==> src/rtl/sdr_pkg.sv <==
package sdr_pkg;

    localparam int SDR_ADDR_W_DEF = 10;
    localparam int SDR_RUN_W_DEF  = 8;

    // half-open span test shared by window logic
    function automatic logic span_hit(input logic [31:0] a,
                                      input logic [31:0] lo,
                                      input logic [31:0] hi);
        return (a >= lo) && (a < hi);
    endfunction

endpackage

==> src/rtl/sdr_bitmem.sv <==
module sdr_bitmem #(
    parameter int ADDR_W = sdr_pkg::SDR_ADDR_W_DEF
) (
    input  logic              clk,
    input  logic              rst_n,
    input  logic              wr_en,
    input  logic              wr_lock,
    input  logic [ADDR_W-1:0] wr_addr,
    input  logic              wr_data,
    input  logic [ADDR_W-1:0] rd_addr,
    output logic              rd_bit
);
    localparam int DEPTH = 1 << ADDR_W;

    logic [DEPTH-1:0] mem_d, mem_q;

    always_comb begin
        mem_d = mem_q;
        if (wr_en && !wr_lock) begin
            mem_d[wr_addr] = wr_data;
        end
    end

    always_ff @(posedge clk or negedge rst_n) begin
        if (!rst_n) mem_q <= '0;
        else        mem_q <= mem_d;
    end

    assign rd_bit = mem_q[rd_addr];

    p_locked_write_dropped_r7: assert property (@(posedge clk) disable iff (!rst_n)
        (wr_en && wr_lock) |=> mem_q[$past(wr_addr)] == $past(mem_q[wr_addr]));

    p_open_write_lands_r7: assert property (@(posedge clk) disable iff (!rst_n)
        (wr_en && !wr_lock) |=> mem_q[$past(wr_addr)] == $past(wr_data));

endmodule

==> src/rtl/sdr_addr_gen.sv <==
module sdr_addr_gen #(
    parameter int ADDR_W = sdr_pkg::SDR_ADDR_W_DEF,
    parameter int RUN_W  = sdr_pkg::SDR_RUN_W_DEF
) (
    input  logic              clk,
    input  logic              rst_n,
    input  logic              run_en,
    output logic [ADDR_W-1:0] addr,
    output logic [RUN_W-1:0]  runs
);
    localparam logic [ADDR_W-1:0] LAST = '1;

    typedef struct packed {
        logic [ADDR_W-1:0] addr;
        logic [RUN_W-1:0]  runs;
    } ag_t;

    ag_t ag_d, ag_q;

    always_comb begin
        ag_d = ag_q;
        if (!run_en) begin
            ag_d.addr = '0;
        end else if (ag_q.addr == LAST) begin
            ag_d.addr = '0;
            ag_d.runs = ag_q.runs + 1'b1;
        end else begin
            ag_d.addr = ag_q.addr + 1'b1;
        end
    end

    always_ff @(posedge clk or negedge rst_n) begin
        if (!rst_n) ag_q <= '0;
        else        ag_q <= ag_d;
    end

    assign addr = ag_q.addr;
    assign runs = ag_q.runs;

    p_idle_addr_zero_r6: assert property (@(posedge clk) disable iff (!rst_n)
        !run_en |=> ag_q.addr == '0);

    p_addr_steps_r2: assert property (@(posedge clk) disable iff (!rst_n)
        (run_en && ag_q.addr != LAST) |=> ag_q.addr == ADDR_W'($past(ag_q.addr) + 1'b1));

    p_wrap_counts_r3: assert property (@(posedge clk) disable iff (!rst_n)
        (run_en && ag_q.addr == LAST) |=>
            (ag_q.addr == '0) && (ag_q.runs == RUN_W'($past(ag_q.runs) + 1'b1)));

    p_runs_hold_r4: assert property (@(posedge clk) disable iff (!rst_n)
        !(run_en && ag_q.addr == LAST) |=> $stable(ag_q.runs));

endmodule

==> src/rtl/sdr_window.sv <==
module sdr_window #(
    parameter int ADDR_W = sdr_pkg::SDR_ADDR_W_DEF
) (
    input  logic              clk,
    input  logic              rst_n,
    input  logic              freeze,
    input  logic [ADDR_W-1:0] lo_in,
    input  logic [ADDR_W-1:0] hi_in,
    input  logic [ADDR_W-1:0] addr,
    output logic              hit
);
    typedef struct packed {
        logic [ADDR_W-1:0] lo;
        logic [ADDR_W-1:0] hi;
    } win_t;

    win_t win_d, win_q;

    always_comb begin
        win_d = win_q;
        if (!freeze) begin
            win_d.lo = lo_in;
            win_d.hi = hi_in;
        end
    end

    always_ff @(posedge clk or negedge rst_n) begin
        if (!rst_n) win_q <= '0;
        else        win_q <= win_d;
    end

    assign hit = sdr_pkg::span_hit(32'(addr), 32'(win_q.lo), 32'(win_q.hi));

    p_bounds_frozen_r8: assert property (@(posedge clk) disable iff (!rst_n)
        freeze |=> $stable(win_q.lo) && $stable(win_q.hi));

    p_bounds_follow_r8: assert property (@(posedge clk) disable iff (!rst_n)
        !freeze |=> (win_q.lo == $past(lo_in)) && (win_q.hi == $past(hi_in)));

endmodule

==> src/rtl/sdr_ramp_player.sv <==
module sdr_ramp_player #(
    parameter int ADDR_W = sdr_pkg::SDR_ADDR_W_DEF,
    parameter int RUN_W  = sdr_pkg::SDR_RUN_W_DEF
) (
    input  logic              clk,
    input  logic              rst_n,
    input  logic              play_en,
    input  logic              wr_en,
    input  logic [ADDR_W-1:0] wr_addr,
    input  logic              wr_data,
    input  logic [ADDR_W-1:0] win_lo,
    input  logic [ADDR_W-1:0] win_hi,
    output logic              bit_out,
    output logic              acquire,
    output logic [RUN_W-1:0]  run_count
);
    typedef struct packed {
        logic bit_v;
        logic acq;
    } out_t;

    logic [ADDR_W-1:0] rd_addr;
    logic              rd_bit;
    logic              in_win;
    out_t              out_d, out_q;

    sdr_addr_gen #(.ADDR_W(ADDR_W), .RUN_W(RUN_W)) addr_gen_i (
        .clk    (clk),
        .rst_n  (rst_n),
        .run_en (play_en),
        .addr   (rd_addr),
        .runs   (run_count)
    );

    sdr_bitmem #(.ADDR_W(ADDR_W)) bitmem_i (
        .clk     (clk),
        .rst_n   (rst_n),
        .wr_en   (wr_en),
        .wr_lock (play_en),
        .wr_addr (wr_addr),
        .wr_data (wr_data),
        .rd_addr (rd_addr),
        .rd_bit  (rd_bit)
    );

    sdr_window #(.ADDR_W(ADDR_W)) window_i (
        .clk    (clk),
        .rst_n  (rst_n),
        .freeze (play_en),
        .lo_in  (win_lo),
        .hi_in  (win_hi),
        .addr   (rd_addr),
        .hit    (in_win)
    );

    always_comb begin
        out_d = '0;
        if (play_en) begin
            out_d.bit_v = rd_bit;
            out_d.acq   = in_win;
        end
    end

    always_ff @(posedge clk or negedge rst_n) begin
        if (!rst_n) out_q <= '0;
        else        out_q <= out_d;
    end

    assign bit_out = out_q.bit_v;
    assign acquire = out_q.acq;

    p_idle_quiet_r6: assert property (@(posedge clk) disable iff (!rst_n)
        !play_en |=> !bit_out && !acquire);

    p_idle_runs_hold_r6: assert property (@(posedge clk) disable iff (!rst_n)
        !play_en |=> $stable(run_count));

endmodule

==> config.mk <==
export PLATFORM = sky130hd
export DESIGN_NAME = sdr_ramp_player
export DESIGN_NICKNAME = d
export VERILOG_FILES = /design/src/rtl/sdr_pkg.sv /design/src/rtl/sdr_bitmem.sv /design/src/rtl/sdr_addr_gen.sv /design/src/rtl/sdr_window.sv /design/src/rtl/sdr_ramp_player.sv
export SDC_FILE = /design/constraint.sdc
export NUM_CORES = 2
export LEC_CHECK = 0
export ABC_AREA = 1
export BUFFER_PORTS_ARGS = -buffer_cell sky130_fd_sc_hd__buf_2
export CORE_MARGIN = 8
export CORE_UTILIZATION = 25
export CTS_BUF_LIST = sky130_fd_sc_hd__clkbuf_8
export DETAILED_ROUTE_END_ITERATION = 16
export PLACE_DENSITY = 0.37
export SLEW_MARGIN = 20
export SYNTH_ARGS = -nofsm -noshare
export SYNTH_HDL_FRONTEND = slang
export SYNTH_SLANG_ARGS = --single-unit
==> constraint.sdc <==
create_clock -name clk -period 4.7 [get_ports clk]
set_input_delay 0.235 -clock clk [delete_from_list [all_inputs] [get_ports clk]]
set_output_delay 0.235 -clock clk [all_outputs]
set_load 0.03 [all_outputs]
==> results.py <==
metrics = {
    "routing": {
        "drt_iter0_drc": 4256,
        "dr.pass1.iters": 6,
        "wire_per_inst_microns": 25.0,
        "antenna_left": 0,
        "wirelength_microns": 233000,
        "num_vias": 48000,
        "via_per_inst": 5.15,
        "drc_errors": 0,
    },
    "synthesis": {
        "synth_cell_types": 35,
        "synth_top_area_frac": 0.499,
        "yosysWarnings": 0,
        "yosysMostFrequentCell": "nand2_1",
        "synth_flop_cell": "dfrtp_1",
        "synth_area_leaders": "dfrtp_1 (50%), nand3_1 (11%), nand2_1 (11%), a31oi_1 (6.4%), a21oi_1 (6.1%)",
        "netlist_area_sq_mm": 0.0534,
        "yosysTopAreaCell": "dfrtp_1",
        "synth_area_per_cell_sq_um": 8.27,
        "synth_edf_count": 0,
        "ys_async_sr_fraction": 1.00,
        "ys_seq_elements": 1064,
        "synth.top_cells.by_count": "nand2_1 (1529), nand3_1 (1157), dfrtp_1 (1064), a21oi_1 (651), a31oi_1 (549)",
        "syn-num-nets": 6514,
        "syn_inst": 6458,
        "yosysSeqAreaShare": 0.499,
    },
    "floorplanning": {
        "ios": 45,
        "dieArea_sq_mm": 0.229,
        "coreArea_sq_mm": 0.212,
        "rows": 169,
        "chipWidth_microns": 478,
        "initial_utilization": 0.252,
        "die_h_microns": 478,
    },
    "critical_path": {
        "start_kind": "flip-flop",
        "required_ns": 5.50,
        "crit_chain": "inv_8 -> buf_4 -> nand3_1 -> nand3_1 -> nand3_1 -> nand3_1 -> nand3_1 -> nand2_1 -> nand2_1 -> nand3_1 -> nand3_1 -> nand3_1 -> a21oi_1",
        "crit_top_cell": "nand3_1",
        "end_kind": "flip-flop",
        "rr_startpoint": "addr_gen_i.addr[1]$_DFF_PN0_",
        "critical_path_class": "reg -> reg",
        "max_stage_delay_ns": 0.64,
        "cp_max_fo": 73,
        "crit_arrival_ns": 4.16,
        "crit_path_start": "addr_gen_i.addr[1]$_DFF_PN0_",
        "crit_slowest_cell": "dfrtp_4",
    },
    "status": {
        "status": "finished clean",
    },
    "placement": {
        "port_buffers": 44,
        "dp_hpwl_microns": 123000,
        "place.gp.congestion": 0.754,
    },
    "cts": {
        "cts_num_sinks": 1064,
        "cts_resized": 0,
        "root_buffer": "clkbuf_8",
        "cts.clk_slew.worst_paths_ns": 0.06,
        "worstSkewPairLatency_ns": 0.97,
        "cts_buffer_depth": 3,
        "cts_made_buffers": 203,
        "htree_num_levels": 4,
        "cts_tree": "yes",
    },
    "timing": {
        "drv_slew": 0,
        "hold_viol_final": 0,
        "fmax_ghz": 0.298,
        "rsz0062_at_grt": "no",
        "finalClockSkew_ns": 0.0344,
        "fin_crit_ns": 3.36,
        "slew_headroom": 0.248,
        "setup_viol": 0,
        "final.period_utilization": 0.715,
        "setup_tns_ns": 0,
        "tightestPinTransition_ns": 1.13,
    },
    "pwr": {
        "p_sw_mw": 6.15,
        "ir_drop_uv": 299,
        "p_seq_frac": 0.444,
        "switching_share": 0.291,
        "finalPower_mw": 21.1,
        "power_density_mw_per_mm2": 341,
        "p_clk_frac": 0.453,
        "p_comb_frac": 0.103,
        "p_int_mw": 15.0,
        "leakage_nw": 26.4,
    },
    "min_path": {
        "hp-class": "in -> reg",
        "holdCritStartpoint": "play_en",
    },
    "global_routing": {
        "antenna_found_initial": 14,
        "grt_pass1_wl_microns": 345000,
        "grt_pass1_vias": 47900,
        "grtUsageTotal": 0.199,
        "grt_max_degree": 152,
        "grt_overflow": 0,
    },
    "run": {
        "drv_cap": 0,
    },
    "layout": {
        "final_util": 0.292,
        "layout-drive-gt1-share": 0.129,
        "area_growth_pct": 15.9,
        "fin_nets": 6385,
    },
}
-- flip-flops by register name (all words and copies together) (netlist names) --
register,count
acquire,1
addr_gen_i.addr,10
window_i.win_q,20
addr_gen_i.runs,8
bit_out,1
bitmem_i.mem_q,1024
-- critical path: cells and delay by family, from the launching register on --
| kind | cells | cell delay (ns) |
|---|---|---|
| AND/OR/NAND/NOR | 10 | 1.41 |
| buffers and inverters | 2 | 1.00 |
| flip-flops | 1 | 0.64 |
| AO/OA/AOI/OAI | 1 | 0.07 |
-- layout by cell type (no fill, tap or decap), types with 52 or more instances in the layout --
cell           instances
dfrtp_1             1059
dlygate4sd3_1         84
a21oi_1              651
nand3_1             1157
nor2_1               159
a31oi_1              549
nand2_1             1529
clkbuf_8             271
inv_1                178
buf_12                52
buf_4                142
mux2_2               201
o21ai_0              221
-- kinds of logic after synthesis --
| logic type | count (synthesis) | synth area share |
|---|---|---|
| xor gates and xnor gates | 9 | 0.00148 |
| and+or+nand+nor | 2949 | 0.240 |
| buffers and inverters | 776 | 0.0626 |
| muxes | 215 | 0.0454 |
| DFF | 1064 | 0.499 |
| adders and majority gates | 21 | 0.00492 |
| AOI/OAI and AO/OA | 1424 | 0.146 |
-- what timing repair did --
item                                   CTS  global route
endpoints found under the hold margin  731             0
hold buffers                            85             0
setup buffers                            0             0
-- metal layers --
layer	up-vias	global-route usage	part of all wire
met1	24100	0.272	0.46
met2	1409	0.330	0.47
met3	344	0.0247	0.043
met4	0	0.0594	0.029
li1	22200	-	-
met5	-	0	0
-- worst paths after layout --
path,endpoint,slack [ns],depth (start not counted)
max,bit_out$_DFF_PN0_,1.34,13
min,addr_gen_i.addr[8]$_DFF_PN0_,0.15,4
max reg2reg,bit_out$_DFF_PN0_,1.34,13
min reg2reg,addr_gen_i.runs[7]$_DFFE_PN0P_,0.46,1
max in group asynchronous,bitmem_i.mem_q[451]$_DFFE_PN0P_,3.62,3
min in group asynchronous,bitmem_i.mem_q[54]$_DFFE_PN0P_,0.16,3
-- power groups by stage --
| stage | Clock (mW) | Combinational (mW) | Sequential [mW] |
|---|---|---|---|
| floorplan | 0 | 1.15 | 9.51 |
| global placement | 0 | 2.14 | 9.53 |
| detailed placement | 0 | 2.13 | 9.53 |
| CTS | 9.90 | 2.20 | 9.37 |
| global route | 10.3 | 2.37 | 9.38 |
| finish | 9.56 | 2.17 | 9.37 |
-- through the flow --
| step | worst slack (ns) | hold slack, ns | area [sq um] | instances |
|---|---|---|---|---|
| finish | 1.34 | 0.153 | 61900 | 9323 |
| global route | 1.10 | 0.104 | 61900 | 9321 |
| CTS | 1.31 | 0.0192 | 61800 | 9317 |
| detailed placement | 1.33 | 0.306 | 56700 | 8857 |
| global placement | 1.38 | 0.324 | 56700 | 8854 |
| floorplan | 2.79 | -0.0606 | 53400 | 6458 |
-- area by class of cell --
type                    count  area (sq um)
clock inverters           105           510
well taps                2821          3530
repair buffers            325          3240
diodes                      3          7.51
inverters                 117           480
fillers                 22800        150000
multi-input cells        4618         23700
clock buffers             270          3720
flip-flops and latches   1064         26600
(Power assumes the default switching activity.)
